## src/rtl/dcmp_pkg.sv

```systemverilog
package dcmp_pkg;

  typedef enum logic [1:0] {
    MODE_TIMER = 2'd0,
    MODE_CMP   = 2'd1,
    MODE_PWM   = 2'd2,
    MODE_CAP   = 2'd3
  } tmr_mode_e;

  function automatic logic mode_drives_pin(tmr_mode_e m);
    return (m == MODE_CMP) || (m == MODE_PWM);
  endfunction

  function automatic logic mode_uses_clr_sel(tmr_mode_e m);
    return (m == MODE_TIMER) || (m == MODE_CMP);
  endfunction

endpackage

```

## src/rtl/dcmp_counter.sv

```systemverilog
module dcmp_counter #(
  parameter int CNT_W = 10,
  parameter int P_W   = 3
) (
  input  logic                  clk,
  input  logic                  rst_n,
  input  dcmp_pkg::tmr_mode_e   mode,
  input  logic                  clr_sel,
  input  logic [CNT_W-1:0]      cmp_a,
  input  logic [P_W-1:0]        cmp_p,
  output logic [CNT_W-1:0]      cnt,
  output logic                  hit_a,
  output logic                  hit_p
);
  import dcmp_pkg::*;

  localparam int LOW_W = CNT_W - P_W;

  logic [CNT_W-1:0] p_point;
  logic             clear;

  assign p_point = {cmp_p, {LOW_W{1'b0}}};
  assign hit_a   = (cnt == cmp_a);
  assign hit_p   = (cmp_p != '0) && (cnt == p_point);

  // Natural wrap covers the overflow case, so only comparator clears appear here.
  always_comb begin
    clear = 1'b0;
    if (mode_uses_clr_sel(mode)) begin
      clear = clr_sel ? hit_a : hit_p;
    end else if (mode == MODE_PWM) begin
      clear = hit_p;
    end
  end

  always_ff @(posedge clk or negedge rst_n) begin
    if (!rst_n) begin
      cnt <= '0;
    end else if (clear) begin
      cnt <= '0;
    end else begin
      cnt <= cnt + 1'b1;
    end
  end

endmodule

```

## src/rtl/dcmp_outgen.sv

```systemverilog
module dcmp_outgen #(
  parameter int CNT_W = 10
) (
  input  logic                clk,
  input  logic                rst_n,
  input  dcmp_pkg::tmr_mode_e mode,
  input  logic                out_ctl,
  input  logic                out_pol,
  input  logic [CNT_W-1:0]    cnt,
  input  logic [CNT_W-1:0]    cmp_a,
  input  logic                hit_a,
  output logic                pin
);
  import dcmp_pkg::*;

  logic flip;
  logic raw;

  // Parity of A matches since compare mode was entered.
  always_ff @(posedge clk or negedge rst_n) begin
    if (!rst_n) begin
      flip <= 1'b0;
    end else if (mode != MODE_CMP) begin
      flip <= 1'b0;
    end else if (hit_a) begin
      flip <= ~flip;
    end
  end

  always_comb begin
    unique case (mode)
      MODE_CMP: raw = out_ctl ^ flip;
      MODE_PWM: raw = (cnt < cmp_a) ? out_ctl : ~out_ctl;
      default:  raw = 1'b0;
    endcase
  end

  assign pin = mode_drives_pin(mode) ? (raw ^ out_pol) : 1'b0;

endmodule

```

## src/rtl/dcmp_capture.sv

```systemverilog
module dcmp_capture #(
  parameter int CNT_W  = 10,
  parameter int N_SYNC = 2,
  parameter int N_SRC  = 2
) (
  input  logic                 clk,
  input  logic                 rst_n,
  input  dcmp_pkg::tmr_mode_e  mode,
  input  logic [N_SRC-1:0]     trig,
  input  logic [$clog2(N_SRC)-1:0] src,
  input  logic [CNT_W-1:0]     cnt,
  output logic [CNT_W-1:0]     cap_val,
  output logic                 cap_flag
);
  import dcmp_pkg::*;

  logic [N_SRC-1:0] sync_q [N_SYNC];
  logic             prev;
  logic             sel;
  logic             rise;

  always_ff @(posedge clk or negedge rst_n) begin
    if (!rst_n) sync_q[0] <= '0;
    else        sync_q[0] <= trig;
  end

  for (genvar s = 1; s < N_SYNC; s++) begin : g_sync
    always_ff @(posedge clk or negedge rst_n) begin
      if (!rst_n) sync_q[s] <= '0;
      else        sync_q[s] <= sync_q[s-1];
    end
  end

  assign sel  = sync_q[N_SYNC-1][src];
  assign rise = sel & ~prev;

  always_ff @(posedge clk or negedge rst_n) begin
    if (!rst_n) begin
      prev     <= 1'b0;
      cap_val  <= '0;
      cap_flag <= 1'b0;
    end else begin
      prev     <= sel;
      cap_flag <= 1'b0;
      if (mode == MODE_CAP && rise) begin
        cap_val  <= cnt;
        cap_flag <= 1'b1;
      end
    end
  end

endmodule

```

## src/rtl/dual_cmp_timer.sv

```systemverilog
module dual_cmp_timer #(
  parameter int CNT_W = 10,
  parameter int P_W   = 3
) (
  input  logic             clk,
  input  logic             rst_n,
  input  logic [1:0]       mode,
  input  logic             clr_sel,
  input  logic             out_ctl,
  input  logic             out_pol,
  input  logic             cap_src,
  input  logic [CNT_W-1:0] cmp_a,
  input  logic [P_W-1:0]   cmp_p,
  input  logic             trig_a,
  input  logic             trig_b,
  output logic [7:0]       cnt_lo,
  output logic [7:0]       cnt_hi,
  output logic             tout0,
  output logic             tout1,
  output logic             flag_a,
  output logic             flag_p,
  output logic [CNT_W-1:0] cap_val,
  output logic             cap_flag
);
  import dcmp_pkg::*;

  localparam int N_PINS = 2;

  tmr_mode_e        mode_e;
  logic [CNT_W-1:0] cnt;
  logic             hit_a;
  logic             hit_p;
  logic             pin;
  logic [N_PINS-1:0] pins;

  assign mode_e = tmr_mode_e'(mode);

  dcmp_counter #(.CNT_W(CNT_W), .P_W(P_W)) u_cnt (
    .clk(clk), .rst_n(rst_n), .mode(mode_e), .clr_sel(clr_sel),
    .cmp_a(cmp_a), .cmp_p(cmp_p), .cnt(cnt), .hit_a(hit_a), .hit_p(hit_p)
  );

  dcmp_outgen #(.CNT_W(CNT_W)) u_out (
    .clk(clk), .rst_n(rst_n), .mode(mode_e), .out_ctl(out_ctl),
    .out_pol(out_pol), .cnt(cnt), .cmp_a(cmp_a), .hit_a(hit_a), .pin(pin)
  );

  dcmp_capture #(.CNT_W(CNT_W), .N_SYNC(2), .N_SRC(2)) u_cap (
    .clk(clk), .rst_n(rst_n), .mode(mode_e), .trig({trig_b, trig_a}),
    .src(cap_src), .cnt(cnt), .cap_val(cap_val), .cap_flag(cap_flag)
  );

  for (genvar i = 0; i < N_PINS; i++) begin : g_pin
    assign pins[i] = pin;
  end

  assign tout0  = pins[0];
  assign tout1  = pins[1];
  assign flag_a = hit_a;
  assign flag_p = hit_p;
  assign cnt_lo = cnt[7:0];
  assign cnt_hi = 8'(cnt >> 8);

endmodule

```

## config.mk

```make
export PLATFORM = sky130hd
export DESIGN_NAME = dual_cmp_timer
export DESIGN_NICKNAME = d
export VERILOG_FILES = /design/src/rtl/dcmp_pkg.sv /design/src/rtl/dcmp_counter.sv /design/src/rtl/dcmp_outgen.sv /design/src/rtl/dcmp_capture.sv /design/src/rtl/dual_cmp_timer.sv
export SDC_FILE = /design/constraint.sdc
export NUM_CORES = 1
export LEC_CHECK = 0
export ABC_AREA = 1
export BUFFER_PORTS_ARGS = -buffer_cell sky130_fd_sc_hd__buf_2
export CORE_MARGIN = 4
export CORE_UTILIZATION = 30
export CTS_CLUSTER_SIZE = 25
export DETAILED_ROUTE_END_ITERATION = 6
export GPL_ROUTABILITY_DRIVEN = 0
export MAX_ROUTING_LAYER = met4
export PLACE_DENSITY_LB_ADDON = 0.05
export SLEW_MARGIN = 20
export SYNTH_ARGS = -nofsm -noshare
export SYNTH_HDL_FRONTEND = slang
export SYNTH_SLANG_ARGS = --single-unit
```

## constraint.sdc

```tcl
create_clock -name clk -period 2.4 [get_ports clk]
set_input_delay 0.48 -clock clk [delete_from_list [all_inputs] [get_ports clk]]
set_output_delay 0.48 -clock clk [all_outputs]
set_load 0.01 [all_outputs]
```

==> metrics.md <==
| Metric | Value |
|---|---|
| Place WS | `roughly 0.057 ns` |
| Worst Clk Skew | `about 0.005 ns` |
| Pre-antenna DRT Iters | `4` |
| #FFs+latches synth | `27` |
| Die Span Y | `81.6 um` |
| Pwr Total | `1310 uW` |
| Yosys cell types | `27` |
| WL/cell | `about 12 um` |
| Reg2Reg Depth | `8` |
| Antenna-violating nets left | `0` |
| Gate Count Post-Synth | `about 200` |
| Worst hold slack | `between 0.2 and 0.25 ns` |
| RSZ-0062 raised after global routing | `yes` |
| Synth Cell Area | `approximately 0.0016 sq mm` |
| Syn avg cell area | `8.29 sq um` |
| Nets | `around 290` |
| PwrDens | `618 mW/mm^2` |
| Die area | `around 0.0067 sq mm` |
| Total CTS buffers | `3` |
| Worst setup EP type | `output port` |
| # rows | `26` |
| Initial Utilization | `a little under a third` |
| Syn. warnings | `0` |
| Slew Viols, Final | `0` |
| Final setup fails | `0` |
| CTS tree | `built` |
| Root Driver | `clkbuf_8` |
| Post-Route WL | `3990 um` |
| Relative max-transition margin | `between 50 and 60%` |
| Clock Latency Late Sink | `roughly 0.28 ns` |
| Max VDD drop | `~0.24 mV` |
| Vias in the first global route | `between 1,000 and 1,500` |
| CTS clock-pin slew for the worst setup and hold paths | `0.10 ns` |
| Worst Setup EP | `tout1` |
| Avg Vias per Cell | `around 4.3` |
| Multi-input logic area | `873 sq um` |
| WS Path Type | `reg2out` |
| LEAKAGE | `around 0.0011 uW` |
| # DRC | `0` |
| Gr ovfl total | `0` |
| Fill cells | `560` |
| Via count | `roughly 1,400` |
| GRT Total Usage | `a little over an eighth` |
| Status | `finished clean` |
| Initial antenna violation count | `0` |
| Sum Neg Setup Slack | `0 ns` |
| Largest net degree at the start of global routing | `28` |
| Die Width | `around 80 um` |
| DRT iter0 DRCs | `32` |
| Top cell type's share of synthesized area | `approximately 42%` |
| Capture point of the worst reg-to-reg path | `u_cnt.cnt[9]$_DFF_PN0_` |
| CTS HTree Levels | `1` |
| Critical Path RT | `~1.9 ns` |
| Crit. Startpoint | `u_cnt.cnt[7]$_DFF_PN0_` |
| Hold Crit Class | `in2async` |
| Final period util | `about 99%` |
| Final WS setup | `about 0.013 ns` |
| Number of I/O pins | `54` |
| P&R area growth vs syn | `30.6%` |
| Post-route minimum period | `between 2 and 2.5 ns` |
| R2r setup slk | `between 0.6 and 0.7 ns` |
| Final HPWL DP | `a little over 3000 um` |
| Reg-to-reg startpoint | `u_cnt.cnt[6]$_DFF_PN0_` |
| CTS Buffer Depth | `2` |
| Fin area | `roughly 0.0021 sq mm` |
| Leading area contributor after synthesis | `dfrtp_1` |
| Port Buf Inserts | `47` |
| Slew @ Worst Pin | `0.631 ns` |
| Area contributors post-synth | `dfrtp_1 (42%), ha_1 (12%), nand2_1 (9.0%), inv_1 (8.1%), a21oi_1 (4.0%)` |
| Layout cell share with drive strength beyond 1 | `between 30% and 40%` |
| Startpoint types | `flip-flop` |
| Antenna diode count | `0` |
| Sequential cell area fraction in the yosys report | `approximately two fifths` |
| Max FO, Critical Path | `2` |
| Floorplan core area | `0.00517 sq mm` |
| Global-route wire length before repair | `roughly 6500 um` |
| Reg area | `roughly 680 sq um` |
| Max Freq | `419 MHz` |
| Final Hold Fails | `0` |
| CP arrival | `about 1.9 ns` |
| Max-Cap Viols | `0` |
| Clock Sink Count | `27` |
| Placement Cell Area | `roughly 0.0020 sq mm` |
[registers in the layout, indices dropped and copies added, names as in the netlist]
register	cells
u_cap.prev	1
u_cnt.cnt	10
u_out.flip	1
u_cap.cap_val	10
u_cap.sync_q	4
u_cap.cap_flag	1
[logic make-up after synthesis]
group,Yosys count,synth area share [%]
simple gates,66,18.6
xor+xnor,7,3.77
fa+ha+maj,16,12.3
flops,27,41.6
compound gates,33,11.3
buf+inv,46,12.2
other cells,1,0.231
[routing by layer]
metal | wire [um] | GRT usage [%]
met1 | 1890 | 17.3
met5 | 0 | -
met2 | 1830 | 21.1
met3 | 225 | 2.85
met4 | 34 | 2.99
[what timing repair did]
item / CTS / global route
setup endpoints to repair: 2 / 2
endpoints found under the hold margin: 0 / 0
resized for setup: 5 / 18
setup buffers: 2 / 0
pin swaps: 1 / 9
hold buffers: 0 / 0
cloned: 0 / 0
[synth_stat cells, drive strengths merged]
library cell  instances
nand2                41
inv                  37
dfrtp                27
o21ai                17
ha                   16
a21oi                14
nor2                  9
nand3                 8
buf                   7
xor2                  6
nor3                  5
clkbuf                2
nand4                 2
a21boi                1
conb                  1
o22ai                 1
or2                   1
xnor2                 1
[power by group]
group	leakage, uW	switching [uW]	internal (uW)
clock network	0.0000217	161	118
logic	0.000754	266	189
registers	0.000349	48.5	527
total	0.00113	476	835
[worst min path at each step]
stage,from,to,slack (ns),cells past startpoint
2_1_floorplan,rst_n,u_cap.cap_flag$_DFF_PN0_,0.18,0
3_3_place_gp,u_cap.sync_q[2]$_DFF_PN0_,u_cap.sync_q[0]$_DFF_PN0_,0.33,0
3_5_place_dp,u_cap.sync_q[2]$_DFF_PN0_,u_cap.sync_q[0]$_DFF_PN0_,0.34,0
4_1_cts,rst_n,u_cap.cap_val[0]$_DFFE_PN0P_,0.22,1
5_1_grt,rst_n,u_cap.cap_val[0]$_DFFE_PN0P_,0.24,1
6_report,rst_n,u_cap.cap_val[0]$_DFFE_PN0P_,0.20,1
[critical path, cell delays in order, from the launching register on]
cell	delay, ns
dfrtp_1	0.41
ha_1	0.29
nand2_1	0.07
nand2_1	0.07
a21oi_2	0.20
nand3_2	0.10
nand2_2	0.07
nand3_2	0.07
nand3_2	0.06
nand2_1	0.06
nor2_2	0.10
buf_2	0.13
[through the flow]
step / utilization, % / std cells
3_5_place_dp: 37.7 / 315
5_1_grt: 41.0 / 321
4_1_cts: 39.2 / 321
2_1_floorplan: - / 201
6_report: 41.0 / 321
3_3_place_gp: 37.7 / 315
[cell usage in the layout, fill, tap and decap left out, drive strengths merged, types with 6 or more instances in the layout]
master	count
a21oi	14
dfrtp	27
nand2	41
nor2	9
buf	55
nand3	8
conb	6
ha	16
inv	37
o21ai	17
xor2	6
[area by class of cell]
class                           count  share of cell area (%)
Tap cell                           70                    4.13
Clock buffer                        3                    1.95
Inverter                           37                    6.54
Timing Repair Buffer               55                    13.9
Sequential cell                    27                    32.0
Multi-Input combinational cell    128                    41.2
Clock inverter                      1                   0.354
(Power assumes the default switching activity.)
